### src/rtl/serial_gpio_expander.sv
module serial_gpio_expander #(
  parameter int NPORT   = 32,
  parameter int NBIT    = 4,
  parameter int DIVW    = 16,
  parameter int DIV_RST = 20
) (
  input  logic        clk,
  input  logic        rst_n,
  input  logic        reg_we,
  input  logic [5:0]  reg_addr,
  input  logic [31:0] reg_wdata,
  output logic [31:0] reg_rdata,
  output logic        ser_clk,
  output logic        ser_dout,
  input  logic        ser_din,
  output logic        ser_load,
  output logic        irq
);
  localparam int PW = $clog2(NPORT);
  localparam int BW = (NBIT > 1) ? $clog2(NBIT) : 1;

  logic [NBIT-1:0][NPORT-1:0] out_q, in_q, shd_q, ie_q, st_q, st_clr, st_set;
  logic [NPORT-1:0] mask_req, mask_act;
  logic [BW-1:0]    bits_req, bits_act, cur_bit;
  logic [DIVW-1:0]  div_req, div_act, phase, half;
  logic [PW-1:0]    cur_port;
  logic             in_load, dout_q;

  function automatic logic [DIVW-1:0] clamp_div(input logic [DIVW-1:0] d);
    return (d < DIVW'(2)) ? DIVW'(2) : {d[DIVW-1:1], 1'b0};
  endfunction

  function automatic logic [PW:0] next_port(input logic [NPORT-1:0] m, input logic [PW:0] from);
    logic [PW:0] r;
    r = '0;
    for (int i = NPORT - 1; i >= 0; i--)
      if (m[i] && i >= int'(from)) r = {1'b1, PW'(i)};
    return r;
  endfunction

  function automatic logic [NPORT-1:0] span(input logic [4:0] lo, input logic [4:0] hi);
    logic [NPORT-1:0] r;
    r = '0;
    for (int i = 0; i < NPORT; i++)
      if (i >= int'(lo) && i <= int'(hi)) r[i] = 1'b1;
    return r;
  endfunction

  wire [1:0]  widx     = reg_addr[1:0];
  wire        widx_ok  = int'(widx) < NBIT;
  wire        slot_end = (phase == div_act - 1'b1);
  wire        bit_more = (cur_bit != bits_act);
  wire [PW:0] nx_run   = next_port(mask_act, {1'b0, cur_port} + 1'b1);
  wire [PW:0] nx_new   = next_port(mask_req, '0);

  assign half     = div_act >> 1;
  assign ser_clk  = !in_load && (phase >= half);
  assign ser_load = in_load;
  assign ser_dout = dout_q;
  assign irq      = |(st_q & ie_q);

  always_comb begin
    st_clr = '0;
    if (reg_we && reg_addr[5:2] == 4'd5 && widx_ok) st_clr[widx] = reg_wdata[NPORT-1:0];
    st_set = (in_load && slot_end) ? (shd_q & ie_q) : '0;
  end

  always_ff @(posedge clk or negedge rst_n) begin
    if (!rst_n) begin
      mask_req <= '0;
      bits_req <= '0;
      div_req  <= DIVW'(DIV_RST);
      out_q    <= '0;
      ie_q     <= '0;
    end else if (reg_we) begin
      case (reg_addr[5:2])
        4'd0: case (widx)
          2'd0:    bits_req <= reg_wdata[BW-1:0];
          2'd1:    div_req  <= reg_wdata[DIVW-1:0];
          2'd2:    mask_req <= reg_wdata[NPORT-1:0];
          default: mask_req <= mask_req | span(reg_wdata[4:0], reg_wdata[12:8]);
        endcase
        4'd2: if (widx_ok) out_q[widx] <= reg_wdata[NPORT-1:0];
        4'd4: if (widx_ok) ie_q[widx]  <= reg_wdata[NPORT-1:0];
        default: ;
      endcase
    end
  end

  always_ff @(posedge clk or negedge rst_n) begin
    if (!rst_n) begin
      in_load  <= 1'b1;
      phase    <= '0;
      cur_port <= '0;
      cur_bit  <= '0;
      dout_q   <= 1'b0;
      mask_act <= '0;
      bits_act <= '0;
      div_act  <= clamp_div(DIVW'(DIV_RST));
      shd_q    <= '0;
      in_q     <= '0;
      st_q     <= '0;
    end else begin
      phase <= slot_end ? '0 : phase + 1'b1;
      st_q  <= (st_q & ~st_clr) | st_set;
      if (!in_load && phase == half - 1'b1) shd_q[cur_bit][cur_port] <= ser_din;
      if (slot_end) begin
        if (in_load) begin
          in_q     <= shd_q;
          shd_q    <= '0;
          mask_act <= mask_req;
          bits_act <= bits_req;
          div_act  <= clamp_div(div_req);
          if (nx_new[PW]) begin
            in_load  <= 1'b0;
            cur_port <= nx_new[PW-1:0];
            cur_bit  <= '0;
            dout_q   <= out_q[0][nx_new[PW-1:0]];
          end
        end else if (bit_more) begin
          cur_bit <= cur_bit + 1'b1;
          dout_q  <= out_q[cur_bit + 1'b1][cur_port];
        end else if (nx_run[PW]) begin
          cur_port <= nx_run[PW-1:0];
          cur_bit  <= '0;
          dout_q   <= out_q[0][nx_run[PW-1:0]];
        end else begin
          in_load <= 1'b1;
          dout_q  <= 1'b0;
        end
      end
    end
  end

  always_comb begin
    reg_rdata = '0;
    case (reg_addr[5:2])
      4'd0: case (widx)
        2'd0:    reg_rdata = 32'(bits_req);
        2'd1:    reg_rdata = 32'(div_req);
        2'd2:    reg_rdata = 32'(mask_req);
        default: ;
      endcase
      4'd2: if (widx_ok) reg_rdata = 32'(out_q[widx]);
      4'd3: if (widx_ok) reg_rdata = 32'(in_q[widx]);
      4'd4: if (widx_ok) reg_rdata = 32'(ie_q[widx]);
      4'd5: if (widx_ok) reg_rdata = 32'(st_q[widx]);
      default: ;
    endcase
  end
endmodule

### config.mk
export PLATFORM = sky130hd
export DESIGN_NAME = serial_gpio_expander
export DESIGN_NICKNAME = d
export VERILOG_FILES = /design/src/rtl/serial_gpio_expander.sv
export SDC_FILE = /design/constraint.sdc
export NUM_CORES = 2
export LEC_CHECK = 0
export BUFFER_PORTS_ARGS = -buffer_cell sky130_fd_sc_hd__buf_4
export CAP_MARGIN = 20
export CORE_ASPECT_RATIO = 0.7
export CORE_UTILIZATION = 55
export DETAILED_ROUTE_END_ITERATION = 10
export HOLD_SLACK_MARGIN = 0.15
export PLACE_DENSITY = 0.83
export RECOVER_POWER = 25
export SLEW_MARGIN = 20
export SYNTH_ARGS = -nofsm -noshare
export SYNTH_HDL_FRONTEND = slang
export SYNTH_SLANG_ARGS = --single-unit
### constraint.sdc
create_clock -name clk -period 10.8 [get_ports clk]
set_clock_uncertainty 0.15 [all_clocks]
set_input_delay 0 -clock clk [delete_from_list [all_inputs] [get_ports clk]]
set_output_delay 0 -clock clk [all_outputs]
set_load 0.01 [all_outputs]
# --- Yosys cells after proc, flatten, opt, wreduce, memory -nomap -nowiden ---
# Cells that the tools add are included.
classes:
  add_sub_neg: 5
  magnitude_cmp: 105
  eq_ne: 11
  n_mux: 243
  bitwise: 8
  reduce_logical: 86
ops:
  columns: ["op", "count"]
  rows:
  - ["$mux W128", 5]
  - ["$and A128 B128 Y128", 4]
  - ["$bwmux W128", 3]
  - ["$mux W6", 64]
  - ["$bmux W32 S2", 5]
  - ["$mux W32", 7]
  - ["$pmux W32 S5", 1]
  - ["$mux W1", 140]
  - ["$demux W32 S2", 2]
  - ["$not A128 Y128", 1]
  - ["$or A128 B128 Y128", 1]
  - ["$reduce_or A128 Y1", 1]
  - ["$ge A5 B6 Y1 const A", 16]
  - ["$pmux W32 S3", 1]
  - ["$le A5 B5 Y1 const A", 16]
  - ["$ge A5 B5 Y1 const A", 15]
  - ["$logic_and A1 B1 Y1", 69]
  - ["$pmux W32 S2", 1]
  - ["$ge A4 B6 Y1 const A", 8]
  - ["$ge A4 B5 Y1 const A", 8]
  - ["$le A4 B5 Y1 const A", 8]
  - ["$eq A16 B16 Y1", 2]
  - ["$mux W16", 2]
  - ["$or A32 B32 Y32", 1]
  - ["42 further kinds", 77]
totals:
  reg_bits: 765
  in_bits: 42

# --- Longest topological paths before layout ---
logic_depth:
  word_depth: 40
  depth_mapped: 16
  ltp_nobuf: 13

# --- Worst setup path after synthesis ---
# No wires, ideal clock.
synth_path:
  kind: "register -> register"
  startpoint: "register cur_bit[0]"
  endpoint: "register dout_q (netlist: ser_dout)"
  setup_time_ns: 0.139
  t_arrival_ns: 4.143
  slack_ns: 6.368
  path_stages_with_launch: 15
  path_buffers: 4
  cell_sequence: "dfrtp_1 > clkbuf_1 > buf_1 > inv_1 > ha_1 > clkbuf_1 > buf_1 > mux4_2 > mux4_2 > mux2_2 > a22oi_1 > a21oi_1 > nor4_1 > a22o_1 > o2111ai_1"
synth_between:
  elab_chain_cells: 7
  word_cells_on_any_way: 8
  cone_classes: "add/sub (1); eq/ne (1); mux (6)"
synth_rtl:
  columns: ["item", "line", "source"]
  rows:
  - ["start: declaration", "24", "logic [BW-1:0] bits_req, bits_act, cur_bit;"]
  - ["start signal: assignment", "121", "cur_bit <= cur_bit + 1'b1;"]
  - ["$add A2 B1 Y2", "122", "dout_q <= out_q[cur_bit + 1'b1][cur_port];"]
  - ["$bmux W32 S2", "122", null]
  - ["$mux W32 (implied by the code)", "122", null]
  - ["$bmux W1 S5", "122", null]
  - ["$mux W1 (implied by the code)", "122", null]
  - ["$mux W1 *", "120", "end else if (bit_more) begin"]
  - ["$mux W1 *", "108", "if (in_load) begin"]
  - ["end signal: assignment", "118", "dout_q <= out_q[0][nx_new[PW-1:0]];"]
  - ["end signal: assignment", "122", null]
  - ["end signal: assignment", "126", "dout_q <= out_q[0][nx_run[PW-1:0]];"]
  - ["end: declaration", "27", "logic in_load, dout_q;"]
# Mark *: on every way between the ends. The rest lies on a longest branch, timed or not. The select of a mux whose other input is x is not followed.
# A chain may end at the register's enable or synchronous reset.

# --- Worst setup path in the final report ---
layout_path:
  startpoint: "register cur_port[1]"
  endpoint: "register dout_q (netlist: ser_dout)"
layout_between:
  elab_chain_cells: 40
  word_cells_on_any_way: 104
  cone_classes: "add/sub (1); order compare (32); mux (39); reduce/logical (32)"
layout_rtl:
  columns: ["item", "line", "source"]
  rows:
  - ["start: declaration", "26", "logic [PW-1:0] cur_port;"]
  - ["start signal: assignment", "116", "cur_port <= nx_new[PW-1:0];"]
  - ["start signal: assignment", "124", "cur_port <= nx_run[PW-1:0];"]
  - ["$add A5 B1 Y6", "53", "wire [PW:0] nx_run = next_port(mask_act, {1'b0, cur_port} + 1'b1);"]
  - ["$ge A5 B6 Y1", "37", "if (m[i] && i >= int'(from)) r = {1'b1, PW'(i)};"]
  - ["$logic_and A1 B1 Y1", "37", null]
  - ["$mux W6 (32 in series)", "37", null]
  - ["$bmux W1 S5", "126", null]
  - ["$mux W1 (implied by the code)", "126", null]
  - ["$mux W1", "123", "end else if (nx_run[PW]) begin"]
  - ["$mux W1 *", "120", null]
  - ["$mux W1 *", "108", null]
# Marks and branches as above.

==> results_dict.tcl <==
set metrics [dict create \
    firstDrtPassIters 10 \
    final_core_utilization_pct 61.5 \
    power_frac_seq_pct 48.3 \
    critPathBufInv 0 \
    critPathCaptureType "flop" \
    maxSlewViolCount 585 \
    final-seq-area_um2 19100 \
    critical_path.top_delay_family "compound AO/OA/AOI/OAI gates" \
    starting_density_of_the_core_pct 56.0 \
    worst_skew_pair.late_latency_ns 0.66 \
    die-area_um2 74600 \
    power.leakage_uw 0.0192 \
    synth_enable_flop_cells 0 \
    synthFlopType "sky130_fd_sc_hd__dfrtp_1" \
    post_synth_net_total 4173 \
    cell_internal_pwr_uw 5040 \
    slew_headroom_pct -206 \
    gp_congestion 1.01 \
    tritoncts "built" \
    syn2layout_area_growth_pct 9.83 \
    row_count 82 \
    cts-htree-levels 3 \
    cts.sink_count 764 \
    cpMaxStageDelayCell "sky130_fd_sc_hd__dfrtp_1" \
    crit_chain "ha_1, nor2b_1, a21oi_1, o311ai_0, a221oi_1, o311ai_0, nand4_1, and2_1, nor3b_1, a2111oi_0, o21ai_0, o2111ai_1" \
    whs_ns 0.172 \
    synth_cell_type_count 82 \
    crit_arrival_ns 6.04 \
    maximum_number_of_pins_on_one_net_before_global_route_repair 229 \
    fin_crit_ns 5.63 \
    placement.io_buffers 77 \
    cellPowerDensity_nw_per_um2 160 \
    power.share.switching_pct 28.8 \
    synthesis.area_per_instance_um2 9.84 \
    overflow 0 \
    mostFrequentLayoutCell "sky130_fd_sc_hd__nand2_1" \
    vias_per_cell 6.84 \
    postSynthRegisterBits 764 \
    setup.worst_path.start_class "flop" \
    chipWidth_um 326 \
    postSynth.asyncResetShare_pct 100 \
    cts.clk_slew.worst_paths_ns 0.07 \
    min-delay-path-class "input pin to flop" \
    ys_warn_count 0 \
    post_synth_inst_count 4106 \
    critical_path.max_fanout 21 \
    failed_checks "capacitance limit, slew limit" \
    netlist_area_um2 40400 \
    power.combinational.fraction_pct 13.2 \
    drive_gt1_share_pct 17.7 \
    switching_power_uw 2040 \
    n_fill_cell 5650 \
    vdd_ir_drop_max_uv 128 \
    detailedPlacementHpwl_um 94700 \
    core_um2 72100 \
    rsz0062_at_grt "false" \
    die_extent_in_y_um 229 \
    wire_per_inst_um 27.9 \
    cts.repair_timing.setup_buffer_count 0 \
    drt.antenna.violating_nets 0 \
    via_count_of_the_first_global_routing_pass 33300 \
    final_nets 4134 \
    clock_tree.root_cell "sky130_fd_sc_hd__clkbuf_16" \
    timing.final.setup_violations 0 \
    drc 0 \
    final_min_period_over_clock_period_pct 52.1 \
    multi_input_comb_area_um2 19900 \
    timing.setup.critical_path_class "flop to flop" \
    total_power_uw 7080 \
    grtUsageTotal_pct 38.0 \
    final_cell_mix "1182 x sky130_fd_sc_hd__nand2_1, 759 x sky130_fd_sc_hd__dfrtp_1, 330 x sky130_fd_sc_hd__o21ai_0" \
    via_count 34800 \
    worst-slew-pin-transition_ns 4.59 \
    power.share.clock_pct 38.5 \
    crit_required_ns 11.22 \
    antenna_found_initial 2 \
    seq_area_frac_synth_pct 47.3 \
    run_status "finished, violations left" \
    initialDrtViolationCount 6484 \
    timing_hold_violations_final 0 \
    max_stage_delay_ns 0.80 \
    max_freq_mhz 178 \
    critPathMostFrequentCell "sky130_fd_sc_hd__o311ai_0" \
    tns_ns 0 \
    timing.max_cap.violations 5 \
    detail_route.wirelength_um 142000 \
    cts.path.max_buffers 3 \
    tritoncts.num_buffers 72 \
    wire_length_of_the_first_global_routing_pass_um 213000 \
    boundaryPins 78 \
]
-- worst reg2reg max path, delay by kind of cell (launching register included) --
family,cells,cell delay [ns]
and+or+nand+nor,4,1.32
AOI/OAI and AO/OA,7,2.51
adders and majority gates,1,0.77
DFF,1,0.80
-- through the flow --
| stage | instance area (um2) | setup WS [ns] | std cells |
|---|---|---|---|
| 2_1_floorplan | 40400 | 6.37 | 4106 |
| 3_3_place_gp | 41300 | 5.66 | 4897 |
| 3_5_place_dp | 41300 | 5.47 | 4897 |
| 4_1_cts | 44400 | 5.42 | 5089 |
| 5_1_grt | 44400 | 4.42 | 5089 |
| 6_report | 44400 | 5.17 | 5091 |
-- sequential cells by signal, summed over array words and instances (netlist names) --
register  count
phase        16
bits_act      2
bits_req      2
shd_q       128
ser_dout      1
div_act      15
cur_port      5
cur_bit       2
ie_q        128
mask_req     32
in_q        128
out_q       128
st_q        128
ser_load      1
mask_act     32
div_req      16
-- repair_timing --
| action | in CTS | in global routing |
|---|---|---|
| resized for setup | 0 | 0 |
| hold buffers | 62 | 0 |
| endpoints found under the hold margin | 949 | 0 |
-- final timing paths --
kind / cells past startpoint / from / slack [ns] / endpoint
setup / recovery: 12 / cur_port[1]$_DFFE_PN0P_ / 5.17 / ser_dout$_DFFE_PN0P_
hold / removal: 5 / reg_wdata[16] / 0.17 / st_q[16]$_DFF_PN0_
setup reg to reg: 12 / cur_port[1]$_DFFE_PN0P_ / 5.17 / ser_dout$_DFFE_PN0P_
hold reg to reg: 2 / in_q[108]$_DFFE_PN0P_ / 0.31 / in_q[108]$_DFFE_PN0P_
max in group asynchronous: 4 / rst_n / 5.22 / in_q[55]$_DFFE_PN0P_
min in group asynchronous: 4 / rst_n / 2.03 / shd_q[71]$_DFF_PN0_
-- power by group through the flow --
stage	sequential [uW]	clock, uW	combinational [uW]
floorplan	3270	0	591
global placement	3410	0	847
detailed placement	3420	0	877
CTS	3380	2730	904
global route	3420	2830	989
finish	3420	2730	937
-- per-layer routing --
layer	global-route usage, %	part of all wire, %	vias to the layer above
met4	16.7	5.6	2
met3	20.6	19	544
met2	50.2	39	2899
met1	51.1	36	17100
li1	-	-	14300
met5	0	0.036	-
-- Yosys cell counts, types with 11 or more instances --
cell type	instances	area (um2)
sky130_fd_sc_hd__a22oi_1	90	676
sky130_fd_sc_hd__a221oi_1	28	245
sky130_fd_sc_hd__a222oi_1	14	140
sky130_fd_sc_hd__nor2_1	225	845
sky130_fd_sc_hd__mux2_2	283	3190
sky130_fd_sc_hd__buf_4	16	120
sky130_fd_sc_hd__xor2_1	24	210
sky130_fd_sc_hd__mux2i_1	44	440
sky130_fd_sc_hd__a22o_1	26	228
sky130_fd_sc_hd__buf_1	20	75.1
sky130_fd_sc_hd__a21o_1	13	97.6
sky130_fd_sc_hd__o21ai_0	331	1660
sky130_fd_sc_hd__nor3_1	18	90.1
sky130_fd_sc_hd__and2_1	11	68.8
sky130_fd_sc_hd__ha_1	25	313
sky130_fd_sc_hd__o21a_1	12	90.1
sky130_fd_sc_hd__nor4_1	16	100
sky130_fd_sc_hd__nand3_1	77	385
sky130_fd_sc_hd__nand2_1	1185	4450
sky130_fd_sc_hd__nand2b_1	11	68.8
sky130_fd_sc_hd__buf_6	15	169
sky130_fd_sc_hd__a21oi_1	184	921
sky130_fd_sc_hd__dfrtp_1	759	19000
sky130_fd_sc_hd__xnor2_1	35	307
sky130_fd_sc_hd__nand4_1	21	131
sky130_fd_sc_hd__and3_1	13	81.3
sky130_fd_sc_hd__buf_2	60	300
sky130_fd_sc_hd__mux4_2	168	3780
sky130_fd_sc_hd__nor2b_1	17	106
sky130_fd_sc_hd__clkbuf_1	179	672
sky130_fd_sc_hd__inv_1	40	150
-- final cells by class --
cell class | count | area share [%]
multi-input combinational | 3008 | 44.7
sequential | 764 | 43.1
clock buffer | 100 | 4.73
timing repair buffer | 180 | 3.44
tap | 966 | 2.72
clock inverter | 30 | 0.897
inverter | 41 | 0.347
antenna | 2 | 0.0113
-- logic make-up (layout without fill, tap and decap cells) --
| kind of cell | count (synthesis) | count (layout) | synth area share (%) |
|---|---|---|---|
| simple gates | 1638 | 1638 | 16.6 |
| xor+xnor | 59 | 59 | 1.28 |
| other cells | 0 | 2 | 0 |
| buf+inv | 334 | 351 | 3.77 |
| compound gates | 791 | 791 | 11.9 |
| flops | 764 | 764 | 47.3 |
| fa+ha+maj | 25 | 25 | 0.774 |
| mux | 495 | 495 | 18.3 |
No activity file was read; power rests on OpenSTA's default activity.
